`src/rtl/sdis_pkg.sv`:
```
package sdis_pkg;
    localparam int EV_N = 8;
    // status bit positions (software decodes these)
    localparam int EV_CC  = 0;
    localparam int EV_TC  = 1;
    localparam int EV_BG  = 2;
    localparam int EV_DMA = 3;
    localparam int EV_BWR = 4;
    localparam int EV_BRR = 5;
    localparam int EV_CIN = 6;
    localparam int EV_CRM = 7;

    // level inputs watched for edges
    localparam int LV_N    = 6;
    localparam int LV_CARD = 0;
    localparam int LV_BRD  = 1;
    localparam int LV_BWR  = 2;
    localparam int LV_DAT  = 3;
    localparam int LV_WRA  = 4;
    localparam int LV_RDA  = 5;
    // levels whose history reloads from the live input during reset
    localparam logic [LV_N-1:0] LV_KEEP = LV_N'(1) << LV_CARD;

    typedef logic [EV_N-1:0] ev_t;
    typedef logic [LV_N-1:0] lv_t;

    typedef struct packed {
        ev_t        st;
        ev_t        sten;
        ev_t        sien;
        logic [1:0] rearm;   // [0] insertion, [1] removal
    } regs_t;
endpackage

```
`src/rtl/sdis_edge.sv`:
```
module sdis_edge #(
    parameter int W = 6,
    parameter logic [W-1:0] KEEP_MASK = '0
) (
    input  logic         clk,
    input  logic         rst,
    input  logic [W-1:0] lvl,
    output logic [W-1:0] rise,
    output logic [W-1:0] fall
);
    logic [W-1:0] prev_d, prev_q;

    always_comb begin
        prev_d = rst ? (lvl & KEEP_MASK) : lvl;
    end

    always_ff @(posedge clk) begin
        prev_q <= prev_d;
    end

    for (genvar i = 0; i < W; i++) begin : g_bit
        assign rise[i] = lvl[i] & ~prev_q[i];
        assign fall[i] = ~lvl[i] & prev_q[i];
    end
endmodule

```
`src/rtl/sdis_evt.sv`:
```
module sdis_evt import sdis_pkg::*; (
    input  lv_t        lvl,
    input  lv_t        rise,
    input  lv_t        fall,
    input  logic       cmd_end,
    input  logic       cmd_auto12,
    input  logic       dma_done,
    input  logic       dma_err,
    input  logic       gap_stop_req,
    input  logic       xfer_rd,
    input  logic [1:0] rearm,
    output ev_t        set
);
    always_comb begin
        set          = '0;
        set[EV_CC]   = cmd_end & ~cmd_auto12;
        set[EV_TC]   = xfer_rd ? fall[LV_RDA] : fall[LV_DAT];
        set[EV_BG]   = gap_stop_req & (xfer_rd ? fall[LV_DAT] : fall[LV_WRA]);
        set[EV_DMA]  = dma_done & ~dma_err;
        set[EV_BWR]  = rise[LV_BWR];
        set[EV_BRR]  = rise[LV_BRD];
        set[EV_CIN]  = rise[LV_CARD] | (rearm[0] & lvl[LV_CARD]);
        set[EV_CRM]  = fall[LV_CARD] | (rearm[1] & ~lvl[LV_CARD]);
    end
endmodule

```
`src/rtl/sd_irq_status.sv`:
```
module sd_irq_status import sdis_pkg::*; #(
    parameter int DATA_W = 8,
    parameter int ADDR_W = 2
) (
    input  logic              clk,
    input  logic              rst,
    input  logic              card_present,
    input  logic              buf_rd_avail,
    input  logic              buf_wr_avail,
    input  logic              dat_busy,
    input  logic              wr_busy,
    input  logic              rd_busy,
    input  logic              cmd_end,
    input  logic              cmd_auto12,
    input  logic              dma_done,
    input  logic              dma_err,
    input  logic              gap_stop_req,
    input  logic              xfer_rd,
    input  logic              reg_we,
    input  logic [ADDR_W-1:0] reg_addr,
    input  logic [DATA_W-1:0] reg_wdata,
    output logic [DATA_W-1:0] reg_rdata,
    output logic              irq_o
);
    localparam logic [ADDR_W-1:0] A_STAT = ADDR_W'(0);
    localparam logic [ADDR_W-1:0] A_STEN = ADDR_W'(1);
    localparam logic [ADDR_W-1:0] A_SIEN = ADDR_W'(2);

    lv_t   lvl, rise, fall;
    ev_t   set_v, clr_v;
    regs_t r_d, r_q;

    always_comb begin
        lvl          = '0;
        lvl[LV_CARD] = card_present;
        lvl[LV_BRD]  = buf_rd_avail;
        lvl[LV_BWR]  = buf_wr_avail;
        lvl[LV_DAT]  = dat_busy;
        lvl[LV_WRA]  = wr_busy;
        lvl[LV_RDA]  = rd_busy;
    end

    sdis_edge #(.W(LV_N), .KEEP_MASK(LV_KEEP)) u_edge (
        .clk  (clk),
        .rst  (rst),
        .lvl  (lvl),
        .rise (rise),
        .fall (fall)
    );

    sdis_evt u_evt (
        .lvl          (lvl),
        .rise         (rise),
        .fall         (fall),
        .cmd_end      (cmd_end),
        .cmd_auto12   (cmd_auto12),
        .dma_done     (dma_done),
        .dma_err      (dma_err),
        .gap_stop_req (gap_stop_req),
        .xfer_rd      (xfer_rd),
        .rearm        (r_q.rearm),
        .set          (set_v)
    );

    always_comb begin
        clr_v = (reg_we && reg_addr == A_STAT) ? reg_wdata[EV_N-1:0] : '0;
        r_d   = r_q;
        // set beats clear; disabled bits never latch
        r_d.st    = (r_q.st & ~clr_v) | (set_v & r_q.sten);
        r_d.rearm = clr_v[EV_CRM:EV_CIN];
        if (reg_we && reg_addr == A_STEN) r_d.sten = reg_wdata[EV_N-1:0];
        if (reg_we && reg_addr == A_SIEN) r_d.sien = reg_wdata[EV_N-1:0];
        if (rst) r_d = '0;
    end

    always_ff @(posedge clk) begin
        r_q <= r_d;
    end

    always_comb begin
        reg_rdata = '0;
        case (reg_addr)
            A_STAT:  reg_rdata[EV_N-1:0] = r_q.st;
            A_STEN:  reg_rdata[EV_N-1:0] = r_q.sten;
            A_SIEN:  reg_rdata[EV_N-1:0] = r_q.sien;
            default: reg_rdata = '0;
        endcase
    end

    assign irq_o = |(r_q.st & r_q.sien);

    // newly set bits must have been enabled
    p_en_gate_r9: assert property (@(posedge clk) disable iff (rst)
        ((r_q.st & ~$past(r_q.st)) & ~$past(r_q.sten)) == '0);
    p_cmd_src_r1: assert property (@(posedge clk) disable iff (rst)
        $rose(r_q.st[EV_CC]) |-> $past(cmd_end && !cmd_auto12));
    p_gap_req_r3: assert property (@(posedge clk) disable iff (rst)
        $rose(r_q.st[EV_BG]) |-> $past(gap_stop_req));
    p_dma_ok_r4: assert property (@(posedge clk) disable iff (rst)
        $rose(r_q.st[EV_DMA]) |-> $past(dma_done && !dma_err));
    // bits not written with 1 stay set
    p_keep_r8: assert property (@(posedge clk) disable iff (rst)
        (($past(r_q.st) & ~$past(clr_v)) & ~r_q.st) == '0);
    p_irq_r10: assert property (@(posedge clk) disable iff (rst)
        irq_o |-> (reg_addr != A_STAT) || (reg_rdata != '0));
endmodule

```
`config.mk`:
```
export PLATFORM = sky130hd
export DESIGN_NAME = sd_irq_status
export DESIGN_NICKNAME = d
export VERILOG_FILES = /design/src/rtl/sdis_pkg.sv /design/src/rtl/sdis_edge.sv /design/src/rtl/sdis_evt.sv /design/src/rtl/sd_irq_status.sv
export SDC_FILE = /design/constraint.sdc
export NUM_CORES = 1
export LEC_CHECK = 0
export BUFFER_PORTS_ARGS = -buffer_cell sky130_fd_sc_hd__buf_4
export CAP_MARGIN = 20
export CORE_MARGIN = 3
export CORE_UTILIZATION = 35
export DETAILED_ROUTE_END_ITERATION = 8
export PLACE_DENSITY = 0.64
export SYNTH_ARGS = -nofsm -noshare
export SYNTH_HDL_FRONTEND = slang
export SYNTH_SLANG_ARGS = --single-unit
```
`constraint.sdc`:
```
create_clock -name clk -period 2.15 [get_ports clk]
set_clock_uncertainty 0.15 [all_clocks]
set_input_delay 0.1075 -clock clk [delete_from_list [all_inputs] [get_ports clk]]
set_output_delay 0.1075 -clock clk [all_outputs]
set_load 0.01 [all_outputs]
```
==> flow_summary.ini, run 1 <==
[outcome]
outcome = finished, final reports clean

[setup_path]
r2r-start = r_q[13]
worstPathArrival_ns = 1.59
startpoint_type = input pin
r2r-end = r_q[21]
worstPathMaxFanout = 1
worstSetupEndpointType = flip-flop
regToRegSetupSlack_ns = 0.82
reg2reg_depth = 3
required_ns = 2.21
critical_path_class = input pin to flip-flop

[power_and_ir_drop]
pwr-share-seq = 0.505
swShare = 0.228
internal-power_mw = 0.954
clock_power_share = 0.377
powerDensity_nw_per_um2 = 635
ir_drop_uv = 399
comb_power_share = 0.118
total_leakage_power_nw = 0.897
switchingPower_mw = 0.281

[global_route]
antenna_found_initial = 0
grt.total_usage = 0.145
grt-ovfl-total = 0
grt_pass1_vias = 1257
grt_first_pass_wirelength_mm = 5.57
grt_max_degree = 32

[timing]
hold_violations = 0
drv_slew = 0
slew-limit-headroom = 0.601
fmaxAchievable_mhz = 656
whs_ns = 0.0473
fin_crit_ns = 1.52
totalNegativeSetupSlack_ns = 0
rsz0062_at_grt = false
max_slew.worst_pin.slew_ns = 0.596
finalSetupViolations = 0
min_period_over_period = 0.709

[route]
drt_iter0_markers = 67
drt_wl_total_mm = 3.25
dr.pass1.iters = 4
viasPerCell = 4.89
dr_total_vias = 1223
ant_nets = 0
drc = 0
wire_per_inst_microns = 13.0

[placed_design]
hpwl_mm = 2.25
place_congestion = 0.797
placedCellCount = 223
port_buffers = 33
dpl_cell_area_sq_um = 1670

[synthesis]
ys.flop_type = dfxtp_1
synth_common_cells = 32 x dfxtp_1, 24 x mux2i_1, 16 x nor2_1
syn-cell-area_sq_um = 1420
syn_inst = 151
synthTopCellsByArea = dfxtp_1 45%, mux2i_1 17%, o21ai_2 4.9%
synth_top_area_frac = 0.450
syn-num-nets = 176
synth_top_area_cell = dfxtp_1
synth_seq_area_share = 0.450
synth.most_common_cell = dfxtp_1
synthArstFlopShare = 0
synth-edff-count = 0
synth_seq_cells = 32
yosysUniqueCellTypes = 21
syn_avg_cell_area_sq_um = 9.42
yosysWarnings = 0

[clocking]
post_cts_buffers = 0
clk-insertion-delay-late_ns = 0.28
post_cts_resized = 0
numClockSinks = 32
cts_buffers = 5
clockBufferDepth = 2
ctsRootBufferMaster = clkbuf_8
clk_pin_slew_ns = 0.06
cts_tree = built
h-tree-depth = 2

[worst_hold_path]
holdPathStages = 2
hp-class = input pin to flip-flop
hold_end = r_q[3]
worstHoldStart = rst

[floorplan]
start_util = 0.375
core_sq_um = 3800
io_pins = 34
die_h_microns = 69.8
rows = 22
fp.dieW_microns = 69.8
dieArea_sq_um = 4870

[cells_and_area]
multi_input_comb_area_sq_um = 679
nFillCells = 368
nets = 226
instances_no_fill = 250
finalCoreUtilization = 0.512
fin_area_sq_um = 1950
syn_to_final_growth_pct = 36.8
antenna_cells = 0
regArea_sq_um = 641
drive_gt1_frac = 0.233

[flow_run]
cap_violations = 0
==> what timing repair did <==
action	4_1_cts	5_1_grt
hold endpoints to repair	30	0
hold buffers	19	0
setup endpoints to repair	0	0
==> through the flow <==
stage,total power [mW],setup WS [ns]
after detailed placement,0.757,0.651
final,1.24,0.626
after global placement,0.753,0.692
after floorplan,0.703,1.08
after CTS,1.25,0.631
after global routing,1.30,0.590
==> layout make-up <==
class | count | share of cell area
multi-input combinational | 100 | 0.349
sequential | 32 | 0.329
timing repair buffer | 52 | 0.225
clock buffer | 8 | 0.0463
tap | 48 | 0.0309
inverter | 10 | 0.0193
==> critical path, stage by stage <==
cell	delay [ns]
dlygate4sd3_1	0.54
buf_4	0.13
nand3b_1	0.13
dlygate4sd3_1	0.56
a21oi_1	0.12
==> layout by cell type (no fill, tap or decap), drive strengths merged, types with 6 or more instances in the layout <==
cell         count
a21oi            8
buf             33
clkbuf           8
dfxtp           32
dlygate4sd3     19
inv             10
mux2i           24
nand2            8
nand3b           6
nor2            16
o21ai           17
==> sequential cells by signal, summed over array words and instances, names as in the netlist <==
name,flops
r_q,26
u_edge.prev_q,6
==> cell families after synthesis <==
logic type / count (synthesis) / share of synthesized area
AOI/OAI and AO/OA: 32 / 0.146
buffers and inverters: 19 / 0.0721
DFF: 32 / 0.450
muxes: 24 / 0.169
and+or+nand+nor: 44 / 0.163
==> layer usage <==
metal  wire length (microns)  global-route usage  vias up
met5                       0                   0        -
met4                      61              0.0617        0
met3                     282              0.0638        7
met2                    1480               0.224       51
met1                    1430               0.176      550
li1                        -                   -      615
==> worst max path at each step <==
stage / from / cells past startpoint / endpoint
floorplan: reg_addr[1] / 4 / r_q[25]
global placement: reg_addr[0] / 4 / r_q[20]
detailed placement: reg_addr[0] / 4 / r_q[23]
CTS: dma_err / 5 / r_q[21]
global route: dma_err / 5 / r_q[21]
finish: dma_err / 5 / r_q[21]
==> power groups by stage <==
stage | Sequential, mW | Combinational [mW] | Clock, mW
global placement | 0.636 | 0.117 | 0
global route | 0.626 | 0.161 | 0.514
floorplan | 0.633 | 0.0703 | 0
CTS | 0.624 | 0.146 | 0.479
finish | 0.624 | 0.145 | 0.466
detailed placement | 0.637 | 0.120 | 0
(Power assumes the default switching activity.)
==> run 2, diff against run 1 <==
Settings changed: ABC_AREA set to 1, PLACE_DENSITY 0.64 to 0.66.
Clock period 2.15 ns to 1.4 ns, I/O delays scaled along.
==> run 2 against run 1 <==
Against the previous run: core utilization rose by 3.7 points; final cell count rose by 24%; sequential power rose by 56%; total power rose by 65%; hold slack got worse by 0.029 ns; first-iteration DRC count rose by 21%; largest cell class unchanged; critical endpoint is now u_edge.prev_q[5]; die area rose by 0.24%.
==> flow_summary.ini, run 2 <==
[clocking]
h-tree-depth = 2
clk-insertion-delay-late_ns = 0.28
cts_tree = built
post_cts_buffers = 0
ctsRootBufferMaster = clkbuf_8
cts_buffers = 5
numClockSinks = 32
clk_pin_slew_ns = 0.07
clockBufferDepth = 2

[timing]
fmaxAchievable_mhz = 734
fin_crit_ns = 1.36
totalNegativeSetupSlack_ns = 0
finalSetupViolations = 0
fin_ws_ns = 0.0378
rsz0062_at_grt = true
hold_violations = 0
drv_slew = 0
slew-limit-headroom = 0.661
max_slew.worst_pin.slew_ns = 0.507
min_period_over_period = 0.973

[synthesis]
synth.most_common_cell = nand2_1
synth_top_area_cell = dfxtp_1
syn-num-nets = 225
synthArstFlopShare = 0
yosysWarnings = 0
synth_top_area_frac = 0.449
syn_avg_cell_area_sq_um = 7.13
synth_seq_cells = 32
ys.flop_type = dfxtp_1
synth_common_cells = 50 x nand2_1, 40 x nor2_1, 32 x dfxtp_1
synth-edff-count = 0
syn_inst = 200
yosysUniqueCellTypes = 23
synthTopCellsByArea = dfxtp_1 45%, nand2_1 13%, nor2_1 11%
syn-cell-area_sq_um = 1430
synth_seq_area_share = 0.449

[route]
drt_iter0_markers = 81
dr_total_vias = 1452
top_layer = met4
dr.pass1.iters = 4
wl_met2_mm = 1.90
wire_per_inst_microns = 12.7
wl_met3_microns = 248
viasPerCell = 4.68
wl_met1_mm = 1.71
drc = 0
drt_wl_total_mm = 3.93
ant_nets = 0

[floorplan]
dieArea_sq_um = 4880
core_sq_um = 3800
io_pins = 34
fp.dieW_microns = 69.8
die_h_microns = 69.8
rows = 22
start_util = 0.375

[cells_and_area]
drive_gt1_frac = 0.248
antenna_cells = 0
largest_reg_flops = 26
nets = 287
fin_area_sq_um = 2090
layout_common_cells = 49 x nand2_1, 40 x nor2_1, 32 x buf_4, 27 x dlygate4sd3_1, 23 x dfxtp_1
multi_input_comb_area_sq_um = 686
syn_to_final_growth_pct = 46.3
regMostFlops = r_q
regArea_sq_um = 652
top_regs = r_q: 26 flops, u_edge.prev_q: 6 flops
mostFrequentLayoutCell = nand2_1
nFillCells = 388
instances_no_fill = 310

[placed_design]
placedCellCount = 276
port_buffers = 33
place_congestion = 0.848
pre_cts_ws_ns = 0.245
hpwl_mm = 2.38
dpl_cell_area_sq_um = 1700

[setup_path]
worstPathMaxFanout = 2
critical_path_class = input pin to flip-flop
startpoint_type = input pin
required_ns = 1.42
worstSetupEndpointType = flip-flop
worstPathArrival_ns = 1.38

[global_route]
grt_pass1_vias = 1439
grt_first_pass_wirelength_mm = 6.47
grt-ovfl-total = 0
grt_max_degree = 17
antenna_found_initial = 0
grt.total_usage = 0.171

[worst_hold_path]
hp-class = input pin to flip-flop

[outcome]
outcome = finished, final reports clean

[power_and_ir_drop]
ir_drop_uv = 624
finalPower_mw = 2.04
powerDensity_nw_per_um2 = 976
total_leakage_power_nw = 0.964

[flow_run]
cap_violations = 0
run 2: cell types whose count changed in the layout (fill, tap and decap cells not counted), sizes merged, moves of 4 or more:
cell,change
a22oi,-4
dlygate4sd3,+8
inv,+7
mux2i,-24
nand2,+44
nand3,+18
nand3b,-4
nor2,+29
nor2b,-5
run 2: where the power goes:
group | internal (mW) | switching, mW | total [mW] | leakage, nW
Combinational | 0.146 | 0.140 | 0.286 | 0.648
Sequential | 0.952 | 0.0246 | 0.976 | 0.266
Clock | 0.438 | 0.337 | 0.775 | 0.0503
run 2: per-stage QoR:
stage           util  hold slack, ns
3_5_place_dp   0.448          0.0537
4_1_cts        0.546         0.00506
2_1_floorplan      -         -0.0523
5_1_grt        0.549          0.0349
3_3_place_gp   0.448          0.0510
6_report       0.549          0.0187
run 2: cell families (layout without fill, tap and decap cells):
logic type,after synthesis,after routing,share of synthesized area
DFF,32,32,0.449
buffers and inverters,22,84,0.0737
AOI/OAI and AO/OA,26,26,0.0930
and+or+nand+nor,120,120,0.384
run 2: layer usage:
layer / vias to the layer above / track usage
li1: 757 / -
met3: 6 / 0.0551
met1: 649 / 0.207
met5: - / 0
met4: 0 / 0.0745
met2: 40 / 0.275
run 2: worst paths after layout:
path              cells after the start   startpoint          endpoint  slack (ns)
setup / recovery                      5      rd_busy  u_edge.prev_q[5]        0.04
hold / removal                        4  reg_addr[0]            r_q[1]        0.02
setup reg to reg                      4      r_q[17]           r_q[25]        0.46
hold reg to reg                       2      r_q[22]           r_q[22]        0.31
run 2: final cells by class:
cell class | count | area share
multi-input combinational | 146 | 0.329
sequential | 32 | 0.312
timing repair buffer | 60 | 0.250
clock buffer | 7 | 0.0462
inverter | 17 | 0.0342
tap | 48 | 0.0288
run 2: what timing repair did:
action,4_1_cts,5_1_grt
hold endpoints to repair,32,1
resized for setup,4,8
setup endpoints to repair,1,2
cloned,0,0
pin swaps,2,3
hold buffers,27,1
run 2: worst max-delay path, stage by stage:
cell           delay [ns]
dlygate4sd3_1        0.54
buf_4                0.13
inv_1                0.06
nor2_1               0.04
dlygate4sd3_1        0.55
==> run 3, diff against run 2 <==
Settings changed: CTS_BUF_LIST set to sky130_fd_sc_hd__clkbuf_4, PLACE_DENSITY 0.66 to unset.
==> run 3 against run 2 <==
Against the previous run: the flow now finishes with violations (negative setup slack); critical path depth fell by 1; non-clock buffer count increased by 8; critical path type is now flip-flop to primary output; maximum frequency down 3.9%; first-iteration DRC count down 33%; wire length is 2.9% lower; via count grew 0.55%; critical endpoint is now irq_o; combinational power up 4%; register-to-register slack better by 0.02 ns; final cell count up 2.9%; setup slack got worse by 0.055 ns.
==> flow_summary.ini, run 3 (synthesized netlist as in run 2, its figures left out) <==
[setup_path]
r2r-end = r_q[3]
critPathLaunch = r_q[24]
worstPathMaxFanout = 3
required_ns = 1.18
worstSetupEndpointType = primary output
r2r-start = r_q[3]
reg2reg_depth = 3
critical_path_class = flip-flop to primary output
regToRegSetupSlack_ns = 0.48
worstPathArrival_ns = 1.20
startpoint_type = flip-flop

[clocking]
cts_buffers = 5
numClockSinks = 32
ctsRootBufferMaster = clkbuf_4
clk_pin_slew_ns = 0.11
h-tree-depth = 2
clk-insertion-delay-late_ns = 0.33
cts_tree = built
clockBufferDepth = 2

[power_and_ir_drop]
finalPower_mw = 1.78
total_leakage_power_nw = 0.998
internal-power_mw = 1.29
comb_power_share = 0.167
powerDensity_nw_per_um2 = 839
swShare = 0.274
switchingPower_mw = 0.488
clock_power_share = 0.284
ir_drop_uv = 582
pwr-share-seq = 0.549

[timing]
totalNegativeSetupSlack_ns = -0.0175
fmaxAchievable_mhz = 705
min_period_over_period = 1.01
slew-limit-headroom = 0.822
drv_slew = 0
finalSetupViolations = 1
fin_ws_ns = -0.0175
max_slew.worst_pin.slew_ns = 0.267
fin_crit_ns = 1.42
hold_violations = 0
rsz0062_at_grt = true

[floorplan]
rows = 22
die_h_microns = 69.8
io_pins = 34
fp.dieW_microns = 69.8
start_util = 0.375
core_sq_um = 3800
dieArea_sq_um = 4880

[placed_design]
place_congestion = 0.756
pre_cts_ws_ns = 0.242
port_buffers = 33
placedCellCount = 276
hpwl_mm = 2.45

[route]
drt_iter0_markers = 54
ant_nets = 0
dr.pass1.iters = 4
viasPerCell = 4.58
drt_wl_total_mm = 3.82
dr_total_vias = 1460
wire_per_inst_microns = 12.0
drc = 0

[worst_hold_path]
hold_end = r_q[2]
worstHoldStart = reg_addr[1]
hp-class = input pin to flip-flop
holdPathStages = 5

[cells_and_area]
regMostFlops = r_q
syn_to_final_growth_pct = 48.9
instances_no_fill = 319
mostFrequentLayoutCell = nand2_1
drive_gt1_frac = 0.295
nFillCells = 379
antenna_cells = 0
largest_reg_flops = 26
top_regs = r_q: 26 flops, u_edge.prev_q: 6 flops
finalCoreUtilization = 0.559
layout_common_cells = 45 x nand2_1, 40 x nor2_1, 38 x buf_4, 28 x dlygate4sd3_1, 19 x dfxtp_1
nets = 295

[global_route]
grt_pass1_vias = 1402
antenna_found_initial = 0
grt_first_pass_wirelength_mm = 6.38
grt.total_usage = 0.162
grt-ovfl-total = 0
grt_max_degree = 17

[outcome]
outcome = finished, violations left
violations = negative setup slack

[flow_run]
cap_violations = 0
-- run 3: cell types whose count changed in the layout (fill, tap and decap cells not counted), sizes merged --
cell and delta:
buf +7, clkinv +3, clkbuf -2, dlygate4sd3 +1
-- run 3: worst max path at each step --
stage	to	slack [ns]	depth (start not counted)
floorplan	irq_o	0.43	3
global placement	r_q[24]	0.24	5
detailed placement	r_q[24]	0.24	5
CTS	irq_o	-0.03	4
global route	irq_o	-0.07	4
finish	irq_o	-0.02	4
-- run 3: what timing repair did --
item / in CTS / in global routing
hold buffers: 28 / 0
buffers inserted: 6 / 1
setup endpoints to repair: 1 / 7
resized for setup: 14 / 7
pin swaps: 5 / 5
endpoints found under the hold margin: 32 / 0
-- run 3: power groups by stage --
stage	clock, mW	sequential (mW)	combinational [mW]
final	0.506	0.977	0.297
after global routing	0.563	0.982	0.330
after CTS	0.519	0.975	0.293
after detailed placement	0	0.994	0.222
after global placement	0	0.994	0.222
after floorplan	0	0.987	0.122
-- run 3: stage by stage --
| step | hold slack, ns | cell area [sq um] |
|---|---|---|
| after floorplan | -0.0523 | 1430 |
| after global placement | 0.0448 | 1700 |
| after detailed placement | 0.0454 | 1700 |
| after CTS | 0.0147 | 2100 |
| after global routing | 0.123 | 2120 |
| final | 0.113 | 2120 |
-- run 3: critical path: stages, from the launching register on --
cell	delay, ns
dfxtp_2	0.34
nand2_1	0.06
nand4_1	0.08
or2_4	0.26
buf_6	0.12
-- run 3: layout make-up --
class / count / area, sq um / area share
clock buffers: 5 / 37.5 / 0.0177
inverters: 17 / 71.3 / 0.0336
multi-input cells: 146 / 696 / 0.328
clock inverters: 3 / 13.8 / 0.00648
repair buffers: 68 / 588 / 0.277
flip-flops and latches: 32 / 657 / 0.309
well taps: 48 / 60.1 / 0.0283
-- run 3: per-layer routing --
layer	global-route usage	up-vias	share of wire
met3	0.0406	5	0.057
met4	0.0511	0	0.0092
met2	0.243	36	0.44
met5	0	-	0
met1	0.227	646	0.49
li1	-	773	-
